<file path="src/rtl/pwr_pkg.sv">
// Package: shared types for the power mode controller.
// Assumes: three request kinds and five controller states.
package pwr_pkg;

    typedef enum logic [1:0] {
        REQ_RUN = 2'd0,
        REQ_PD  = 2'd1,
        REQ_SB  = 2'd2
    } pwr_req_e;

    typedef enum logic [2:0] {
        ST_ACTIVE  = 3'd0,
        ST_PDOWN   = 3'd1,
        ST_STBY    = 3'd2,
        ST_WAKE_PD = 3'd3,
        ST_WAKE_SB = 3'd4
    } pwr_state_e;

    typedef struct packed {
        logic ref_en;
        logic bias_en;
        logic clk_en;
        logic link_en;
        logic out_hiz;
        logic ready;
    } pwr_out_t;

endpackage

</file>
<file path="src/rtl/pwr_req_decode.sv">
// Module: pwr_req_decode
// Turns the register mode field and the pin into one request.
// Assumes: the pin has priority over the field, and the reserved code 11
// means normal.
module pwr_req_decode
    import pwr_pkg::*;
(
    input  logic [1:0] mode_field,
    input  logic       pin_pd,
    output pwr_req_e   req
);

    // Merge the pin and the field into a single request.
    always_comb begin
        if (pin_pd) begin
            req = REQ_PD;
        end else begin
            case (mode_field)
                2'b01:   req = REQ_PD;
                2'b10:   req = REQ_SB;
                default: req = REQ_RUN;
            endcase
        end
    end

endmodule

</file>
<file path="src/rtl/pwr_wake_timer.sv">
// Module: pwr_wake_timer
// Down-counter for the wake-up wait. It loads a value and steps down to zero.
// Assumes: the caller loads (wait - 1); reset loads RST_VAL.
module pwr_wake_timer #(
    parameter int CNT_W   = 5,
    parameter int RST_VAL = 0
) (
    input  logic             clk,
    input  logic             rst_n,
    input  logic             load,
    input  logic [CNT_W-1:0] load_val,
    input  logic             dec,
    output logic             zero
);

    logic [CNT_W-1:0] cnt;

    // Load takes priority over decrement; the count holds at zero.
    always_ff @(posedge clk) begin
        if (!rst_n) begin
            cnt <= CNT_W'(RST_VAL);
        end else if (load) begin
            cnt <= load_val;
        end else if (dec && cnt != '0) begin
            cnt <= cnt - 1'b1;
        end
    end

    assign zero = (cnt == '0);

    AST_TIMER_STEP: assert property (@(posedge clk) disable iff (!rst_n)
        (!load && dec && cnt != '0) |=> (cnt == $past(cnt) - 1'b1));

    AST_TIMER_LOAD: assert property (@(posedge clk) disable iff (!rst_n)
        load |=> (cnt == $past(load_val)));

endmodule

</file>
<file path="src/rtl/pwr_mode_fsm.sv">
// Module: pwr_mode_fsm
// The state machine for the power modes and the wake-up phases.
// Assumes: a low-power request always wins; wake phases run out on timer zero.
module pwr_mode_fsm
    import pwr_pkg::*;
#(
    parameter int PD_WAKE = 20,
    parameter int SB_WAKE = 5,
    parameter int CNT_W   = 5
) (
    input  logic             clk,
    input  logic             rst_n,
    input  pwr_req_e         req,
    input  logic             tmr_zero,
    output logic             tmr_load,
    output logic [CNT_W-1:0] tmr_val,
    output logic             tmr_dec,
    output pwr_state_e       state
);

    localparam logic [CNT_W-1:0] PD_LOAD = CNT_W'(PD_WAKE - 1);
    localparam logic [CNT_W-1:0] SB_LOAD = CNT_W'(SB_WAKE - 1);

    pwr_state_e state_nx;

    // Choose the next state and the timer action.
    always_comb begin
        state_nx = state;
        tmr_load = 1'b0;
        tmr_val  = PD_LOAD;
        tmr_dec  = 1'b0;
        if (req == REQ_PD) begin
            state_nx = ST_PDOWN;
        end else if (req == REQ_SB) begin
            state_nx = ST_STBY;
        end else begin
            case (state)
                ST_PDOWN: begin
                    state_nx = ST_WAKE_PD;
                    tmr_load = 1'b1;
                    tmr_val  = PD_LOAD;
                end
                ST_STBY: begin
                    state_nx = ST_WAKE_SB;
                    tmr_load = 1'b1;
                    tmr_val  = SB_LOAD;
                end
                ST_WAKE_PD, ST_WAKE_SB: begin
                    if (tmr_zero) begin
                        state_nx = ST_ACTIVE;
                    end else begin
                        tmr_dec = 1'b1;
                    end
                end
                default: state_nx = ST_ACTIVE;
            endcase
        end
    end

    // State register; reset enters the recovery that follows power-down.
    always_ff @(posedge clk) begin
        if (!rst_n) begin
            state <= ST_WAKE_PD;
        end else begin
            state <= state_nx;
        end
    end

    AST_ACTIVE_VIA_WAKE: assert property (@(posedge clk) disable iff (!rst_n)
        (state == ST_ACTIVE && $past(state) != ST_ACTIVE) |->
        ($past(state) == ST_WAKE_PD || $past(state) == ST_WAKE_SB));

    AST_ABORT_TO_STBY: assert property (@(posedge clk) disable iff (!rst_n)
        (req == REQ_SB) |=> (state == ST_STBY));

    AST_ABORT_TO_PD: assert property (@(posedge clk) disable iff (!rst_n)
        (req == REQ_PD) |=> (state == ST_PDOWN));

endmodule

</file>
<file path="src/rtl/pwr_out_map.sv">
// Module: pwr_out_map
// Maps a controller state to the enable, tri-state and ready pattern.
// Assumes: the state input comes from a register, so the outputs are glitch-free.
module pwr_out_map
    import pwr_pkg::*;
(
    input  pwr_state_e state,
    output pwr_out_t   outs
);

    // One fixed output pattern per state.
    always_comb begin
        case (state)
            ST_ACTIVE:  outs = '{ref_en:1'b1, bias_en:1'b1, clk_en:1'b1,
                                 link_en:1'b1, out_hiz:1'b0, ready:1'b1};
            ST_STBY:    outs = '{ref_en:1'b1, bias_en:1'b0, clk_en:1'b1,
                                 link_en:1'b1, out_hiz:1'b0, ready:1'b0};
            ST_WAKE_PD: outs = '{ref_en:1'b1, bias_en:1'b1, clk_en:1'b1,
                                 link_en:1'b0, out_hiz:1'b1, ready:1'b0};
            ST_WAKE_SB: outs = '{ref_en:1'b1, bias_en:1'b1, clk_en:1'b1,
                                 link_en:1'b1, out_hiz:1'b0, ready:1'b0};
            default:    outs = '{ref_en:1'b0, bias_en:1'b0, clk_en:1'b0,
                                 link_en:1'b0, out_hiz:1'b1, ready:1'b0};
        endcase
    end

endmodule

</file>
<file path="src/rtl/pwr_mode_ctrl.sv">
// Module: pwr_mode_ctrl (top)
// Power mode controller: decodes the requests, sequences the wake-up and
// drives the enables.
// Assumes: cfg_mode and pdn_pin are already synchronous to clk; PD_WAKE > SB_WAKE >= 1.
module pwr_mode_ctrl
    import pwr_pkg::*;
#(
    parameter int PD_WAKE = 20,
    parameter int SB_WAKE = 5
) (
    input  logic       clk,
    input  logic       rst_n,
    input  logic [1:0] cfg_mode,
    input  logic       pdn_pin,
    output logic       ref_en,
    output logic       bias_en,
    output logic       clk_en,
    output logic       link_en,
    output logic       out_hiz,
    output logic       ready
);

    localparam int CNT_W = (PD_WAKE > 1) ? $clog2(PD_WAKE) : 1;

    pwr_req_e         req;
    pwr_state_e       state;
    pwr_out_t         outs;
    logic             tmr_load;
    logic             tmr_dec;
    logic             tmr_zero;
    logic [CNT_W-1:0] tmr_val;

    pwr_req_decode u_dec (
        .mode_field (cfg_mode),
        .pin_pd     (pdn_pin),
        .req        (req)
    );

    pwr_mode_fsm #(
        .PD_WAKE (PD_WAKE),
        .SB_WAKE (SB_WAKE),
        .CNT_W   (CNT_W)
    ) u_fsm (
        .clk      (clk),
        .rst_n    (rst_n),
        .req      (req),
        .tmr_zero (tmr_zero),
        .tmr_load (tmr_load),
        .tmr_val  (tmr_val),
        .tmr_dec  (tmr_dec),
        .state    (state)
    );

    pwr_wake_timer #(
        .CNT_W   (CNT_W),
        .RST_VAL (PD_WAKE - 1)
    ) u_tmr (
        .clk      (clk),
        .rst_n    (rst_n),
        .load     (tmr_load),
        .load_val (tmr_val),
        .dec      (tmr_dec),
        .zero     (tmr_zero)
    );

    pwr_out_map u_map (
        .state (state),
        .outs  (outs)
    );

    // Drive the output ports from the mapped pattern.
    always_comb begin
        ref_en  = outs.ref_en;
        bias_en = outs.bias_en;
        clk_en  = outs.clk_en;
        link_en = outs.link_en;
        out_hiz = outs.out_hiz;
        ready   = outs.ready;
    end

    AST_PIN_FORCES_PD: assert property (@(posedge clk) disable iff (!rst_n)
        pdn_pin |=> (out_hiz && !ref_en && !bias_en && !clk_en && !link_en));

    AST_READY_DROP: assert property (@(posedge clk) disable iff (!rst_n)
        (pdn_pin || cfg_mode == 2'b01 || cfg_mode == 2'b10) |=> !ready);

    AST_STBY_KEEPS_REF: assert property (@(posedge clk) disable iff (!rst_n)
        (!pdn_pin && cfg_mode == 2'b10) |=> (ref_en && link_en && !out_hiz && !bias_en));

    AST_READY_NOT_HIZ: assert property (@(posedge clk) disable iff (!rst_n)
        ready |-> (!out_hiz && ref_en && bias_en && clk_en && link_en));

endmodule

</file>
<file path="config.mk">
export PLATFORM = sky130hd
export DESIGN_NAME = pwr_mode_ctrl
export DESIGN_NICKNAME = d
export VERILOG_FILES = /design/src/rtl/pwr_pkg.sv /design/src/rtl/pwr_req_decode.sv /design/src/rtl/pwr_wake_timer.sv /design/src/rtl/pwr_mode_fsm.sv /design/src/rtl/pwr_out_map.sv /design/src/rtl/pwr_mode_ctrl.sv
export SDC_FILE = /design/constraint.sdc
export NUM_CORES = 1
export LEC_CHECK = 0
export BUFFER_PORTS_ARGS = -buffer_cell sky130_fd_sc_hd__buf_4
export CELL_PAD_IN_SITES_DETAIL_PLACEMENT = 1
export CELL_PAD_IN_SITES_GLOBAL_PLACEMENT = 2
export CORE_MARGIN = 3
export CORE_UTILIZATION = 30
export CTS_CLUSTER_SIZE = 40
export DETAILED_ROUTE_END_ITERATION = 12
export PLACE_DENSITY = 0.76
export SETUP_SLACK_MARGIN = 0.1
export SYNTH_ARGS = -nofsm -noshare
export SYNTH_HDL_FRONTEND = slang
export SYNTH_HIERARCHICAL = 1
export SYNTH_SLANG_ARGS = --single-unit
</file>
<file path="constraint.sdc">
create_clock -name clk -period 3.2 [get_ports clk]
set_clock_uncertainty 0.15 [all_clocks]
set_input_delay 0 -clock clk [delete_from_list [all_inputs] [get_ports clk]]
set_output_delay 0 -clock clk [all_outputs]
set_load 0.02 [all_outputs]
</file>
Word level (Yosys, flattened, before mapping)
Index checks and enable logic that the tools add are counted.

storage, ports and cells
  bits in registers = 8
  bits in latches = 0
  bits in writable memories = 0
  memory bits (read-only) = 0
  input bits = 5
  output and inout bits = 6
  logic and storage cells = 45
  memories kept = 0

cells by class
  add/sub/neg operators = 1
  multipliers = 0
  div/mod/pow operators = 0
  magnitude comparators = 0
  equal/unequal tests = 11
  shift-type cells = 0
  muxes and demuxes = 19
  bitwise gates (word level) = 1
  reductions and logical operators = 9

operators with widths
  operator                                             count
  two-way mux 5 bit                                    5
  case mux 6 bit (4 select lines)                      1
  case mux 3 bit (3 select lines)                      1
  two-way mux 1 bit                                    7
  equality test 3 x 2 -> 1 bit, second input constant  2
  two-way mux 2 bit                                    3
  OR reduction 2 bit                                   3
  zero test 5 bit                                      1
  nonzero test 5 bit                                   1
  subtractor 5 x 1 -> 5 bit, second input constant     1
  equality test 2 x 1 -> 1 bit, second input constant  2
  equality test 2 bit, second input constant           2
  != test 4 x 2 -> 1 bit, second input constant        1
  case mux 2 bit (2 select lines)                      1
  equality test 3 x 1 -> 1 bit, second input constant  1
  equality test 3 bit, second input constant           1
  zero test 3 bit                                      1
  two-way mux 3 bit                                    1
  != test 3 x 2 -> 1 bit, second input constant        1
  OR reduction 3 bit                                   1
  != test 2 bit, second input constant                 1
  nonzero test 2 bit                                   1
  logical AND 1 bit                                    1
  inverter 1 bit                                       1

Logic depth before layout (Yosys ltp)
  depth after elaboration = 9
  mapped depth = 8
  mapped depth without buffers = 8

Modules after synthesis
The synthesis kept the hierarchy.

by module, submodules not included
  module          instances  cells each  area an instance (µm²)
  pwr_wake_timer  1          36          321.6
  pwr_mode_fsm    1          29          242.7
  pwr_out_map     1          7           46.3
  pwr_req_decode  1          3           21.3

Worst setup path after synthesis
No wires, ideal clock.

  path type = register to register
  start = register u_tmr.cnt[0]
  end = register u_tmr.cnt[3]
  setup time = 123 ps
  arrival time = 2040 ps
  required time = 2927 ps
  setup slack = 887 ps
  cell stages (with the launch flop) = 9
  buffers on the path = 0
  path through = dfxtp_1 inv_1 ha_1 or4b_4 inv_1 nor3_2 or4b_1 nor3b_1 nor3b_2

on the way
  word-level cells in the longest chain between the ends = 7
  elaborated cells on any way between the ends = 11

RTL lines
  item                          RTL line              source
  start, declared               pwr_wake_timer.sv:16  logic [CNT_W-1:0] cnt;
  start signal, assigned        pwr_wake_timer.sv:21  cnt <= CNT_W'(RST_VAL);
  start signal, assigned        pwr_wake_timer.sv:23  cnt <= load_val;
  start signal, assigned        pwr_wake_timer.sv:25  cnt <= cnt - 1'b1;
  zero test 5 bit               pwr_wake_timer.sv:29  assign zero = (cnt == '0);
  via tmr_zero                  pwr_mode_ctrl.sv:30   logic tmr_zero;
  two-way mux 1 bit             pwr_mode_fsm.sv:49    if (tmr_zero) begin
  two-way mux 1 bit             pwr_mode_fsm.sv:37    case (state)
  two-way mux 1 bit             pwr_mode_fsm.sv:34    end else if (req == REQ_SB) begin
  two-way mux 1 bit             pwr_mode_fsm.sv:32    if (req == REQ_PD) begin
  via tmr_dec                   pwr_mode_ctrl.sv:29   logic tmr_dec;
  logical AND 1 bit             pwr_wake_timer.sv:24  end else if (dec && cnt != '0) begin
  nonzero test 2 bit (no line)  n/a

The timed path passes the listed nets, and every way through them passes these cells. The select of a mux whose other input is x is not followed.
A chain may end at the register's enable or synchronous reset.

Worst setup path in the final report
Same ends and word-level chain as after synthesis.

==> metrics.log <==
[metrics] status: completed
[metrics] distinct cell type count of the synthesized netlist: 34
[metrics] DP Worst Slack: around 800 ps
[metrics] Layout Cell Area excl Fill: approximately 770 um^2
[metrics] CORE AREA: ~0.0019 mm^2
[metrics] top cells by count, synth: 10 x sky130_fd_sc_hd__inv_1, 8 x sky130_fd_sc_hd__dfxtp_1, 5 x sky130_fd_sc_hd__a21oi_1, 5 x sky130_fd_sc_hd__nor3_1, 5 x sky130_fd_sc_hd__o21ai_0
[metrics] share of layout cells above drive strength 1: just over 30%
[metrics] period utilization: approximately three quarters
[metrics] longest individual stage delay on the worst path: about 480 ps
[metrics] routed length per placed instance: ~13 um
[metrics] most frequent cell after synthesis: sky130_fd_sc_hd__inv_1
[metrics] post-CTS resize count: 0
[metrics] async set-reset flop share out of synthesis: 0%
[metrics] sum of negative setup slack: 0 ps
[metrics] global-route wire length before repair: about 2.6 mm
[metrics] TritonRoute pass-1 iters: 4
[metrics] net count reported at finish: 96
[metrics] maximum number of buffers from clock root to sink: 2
[metrics] Min Hold Slack: just over 90 ps
[metrics] endpoints failing hold: 0
[metrics] largest driver fanout on the critical path: 6
[metrics] overall via count from detail_route: between 500 and 600
[metrics] Chip Height: approximately 52 um
[metrics] number of antenna diodes: 0
[metrics] YS warnings: 6
[metrics] DRC violation count after routing: 0
[metrics] Final Routed Wirelength: 1.44 mm
[metrics] drt initial violations: 3
[metrics] maximum number of pins on one net before global-route repair: 11
[metrics] FILL cells: 229
[metrics] shortest period the worst path allows: roughly 2400 ps
[metrics] gpl congestion: between 0.7 and 0.8
[metrics] clock sink total: 8
[metrics] final setup margin: approximately 800 ps
[metrics] horizontal extent of the die: between 50 and 60 um
[metrics] CTS tree: built
[metrics] post-synthesis average cell area: 8.42 um^2
[metrics] Post-DRT Antenna Nets: 0
[metrics] number of antenna violations at the first check in global routing: 0
[metrics] Std-Cell Rows: 15
[metrics] maxcap violations: 0
[metrics] path type of the worst min-delay path: input port to register
[metrics] footprint of the multi-input gates: approximately 400 um^2
[metrics] endpoints failing setup: 0
[metrics] Post-DP HPWL: roughly 1.1 mm
[metrics] via count of the first global-routing pass: between 500 and 600
[metrics] Placement Cell Area: 719 um^2
[metrics] Worst Path Required: ~3200 ps
[metrics] port buffer count: 10
[metrics] cell with the most instances on the worst path: sky130_fd_sc_hd__inv_1
[metrics] average via count per standard cell: about 5.0
[metrics] Setup CP Type: register to register
[metrics] global-route usage over all layers: 13.0%
[metrics] most used flip-flop cell after synthesis: sky130_fd_sc_hd__dfxtp_1
[metrics] Pleak: approximately 0.34 nW
[metrics] top cell type by total area after synthesis: sky130_fd_sc_hd__dfxtp_1
[metrics] clock-pin slew of the registers on the worst-case setup and hold paths: approximately 50 ps
[metrics] peak clock frequency supported by timing: 0.417 GHz
[metrics] core occupancy in the finished layout: approximately 42%
[metrics] number of ports placed on the die boundary: 11
[metrics] crit start category: register
[metrics] cell at the slowest stage of the critical path: sky130_fd_sc_hd__or4b_1
[metrics] area of the die: 0.00269 mm^2
[metrics] sequential area share after synthesis: about a quarter
[metrics] area growth from synthesis to layout: 22.2%
[metrics] Cell Chain, Critical Path: inv_1, ha_1, or4b_4, inv_1, nor3_2, buf_4, or4b_1, nor3b_1, nor3b_2
[metrics] Clock Latency Late Sink: about 250 ps
[metrics] Post-synth EDFFs: 0
[metrics] portion of synthesized cell area occupied by the leading cell type: 25.3%
[metrics] CTS Root Buffer Type: sky130_fd_sc_hd__clkbuf_4
[metrics] RSZ-0062 raised after global routing: false
[metrics] net count of the mapped netlist: just over 80
[metrics] largest vdd supply drop: 0.172 mV
[metrics] cell count after synthesis: 75
[metrics] worst endpoint data arrival time: 2390 ps
[metrics] family of cells with the greatest summed delay on the critical path: simple AND/OR/NAND/NOR gates
[metrics] storage element area: around 160 um^2
[metrics] clock buffer count from CTS: 3
[metrics] worst path buffer plus inverter count: 3
[metrics] total number of H-tree levels: 1
[metrics] Pwr per Cell Area: between 300 and 400 mW/mm^2
[metrics] Mapped Area: between 600 and 700 um^2
[metrics] Crit. End Element: register
[metrics] synthesized flop and latch total: 8
[metrics] count of final max-slew check failures: 0
[metrics] initial cell density of the core: between 30 and 40%
[metrics] top area cells in the synthesized netlist: sky130_fd_sc_hd__dfxtp_1 25%, sky130_fd_sc_hd__inv_1 5.9%, sky130_fd_sc_hd__buf_4 4.8%
[metrics] global route total overflow: 0
[area by class of cell]
cell class              count  area share (%)
well taps                  25            4.05
repair buffers             15            15.6
clock buffers               3            2.92
multi-input cells          52            51.9
flip-flops and latches      8            20.7
inverters                  10            4.86
[power breakdown]
group | switching [mW] | total [mW] | internal [mW]
Combinational | 0.0363 | 0.0720 | 0.0357
Clock | 0.0336 | 0.0765 | 0.0429
Sequential | 0.0110 | 0.119 | 0.108
[sequential cells by signal (all words and copies together), names as in the netlist]
signal	cells
u_fsm/state	3
u_tmr/cnt	5
[cell families (layout without fill, tap and decap cells)]
family	Yosys count	count (layout)	synth area share, %
multiplexers	2	2	3.37
other	1	1	0.593
AO/OA/AOI/OAI	20	20	23.6
AND/OR/NAND/NOR	26	26	29.9
adder cells (fa/ha/maj)	1	1	1.98
buffers and inverters	15	28	11.3
flip-flops	8	8	25.3
XOR/XNOR	2	2	3.96
[through the flow]
step | instances | power [mW]
after global routing | 113 | 0.288
after detailed placement | 107 | 0.190
after global placement | 107 | 0.189
after floorplan | 75 | 0.168
final | 113 | 0.267
after CTS | 113 | 0.271
[timing repair]
action,in CTS,in global routing
endpoints found under the hold margin,7,0
hold buffers,3,0
setup buffers,0,0
[worst paths after layout]
path / from / slack [ps] / cells after the start / endpoint
setup / recovery: u_tmr/cnt[0] / 800 / 9 / u_tmr/cnt[3]
hold / removal: cfg_mode[0] / 90 / 4 / u_fsm/state[0]
setup reg to reg: u_tmr/cnt[0] / 800 / 9 / u_tmr/cnt[3]
hold reg to reg: u_tmr/cnt[4] / 390 / 2 / u_tmr/cnt[4]
[layout by cell type (no fill, tap or decap), types with 2 or more instances in the layout]
| master | Yosys | layout |
|---|---|---|
| sky130_fd_sc_hd__nor3_1 | 5 | 5 |
| sky130_fd_sc_hd__o21ai_0 | 5 | 5 |
| sky130_fd_sc_hd__nand2b_4 | 2 | 2 |
| sky130_fd_sc_hd__nand2_1 | 4 | 4 |
| sky130_fd_sc_hd__dlygate4sd3_1 | 0 | 3 |
| sky130_fd_sc_hd__dfxtp_1 | 8 | 8 |
| sky130_fd_sc_hd__a31oi_1 | 2 | 2 |
| sky130_fd_sc_hd__nor2_1 | 3 | 3 |
| sky130_fd_sc_hd__a21o_1 | 2 | 2 |
| sky130_fd_sc_hd__nor3_2 | 2 | 2 |
| sky130_fd_sc_hd__inv_1 | 10 | 10 |
| sky130_fd_sc_hd__clkbuf_4 | 0 | 3 |
| sky130_fd_sc_hd__o21ai_1 | 2 | 2 |
| sky130_fd_sc_hd__a21oi_1 | 5 | 5 |
| sky130_fd_sc_hd__buf_4 | 4 | 12 |
[metal layers]
layer	up-vias	routed length [um]	GRT usage, %	part of all wire, %
met4	0	7	1.31	0.49
met2	7	648	19.5	45
met1	266	732	17.5	51
met3	2	48	6.02	3.3
li1	287	-	-	-
met5	-	0	0	0
[worst register-to-register path, cell delays in order, from the launching register on]
cell and delay, ps:
sky130_fd_sc_hd__dfxtp_1 390, sky130_fd_sc_hd__inv_1 80, sky130_fd_sc_hd__ha_1 210, sky130_fd_sc_hd__or4b_4 240
sky130_fd_sc_hd__inv_1 80, sky130_fd_sc_hd__nor3_2 170, sky130_fd_sc_hd__buf_4 170, sky130_fd_sc_hd__or4b_1 480
sky130_fd_sc_hd__nor3b_1 260, sky130_fd_sc_hd__nor3b_2 70
Note: power is estimated with default switching activity, not from simulation.
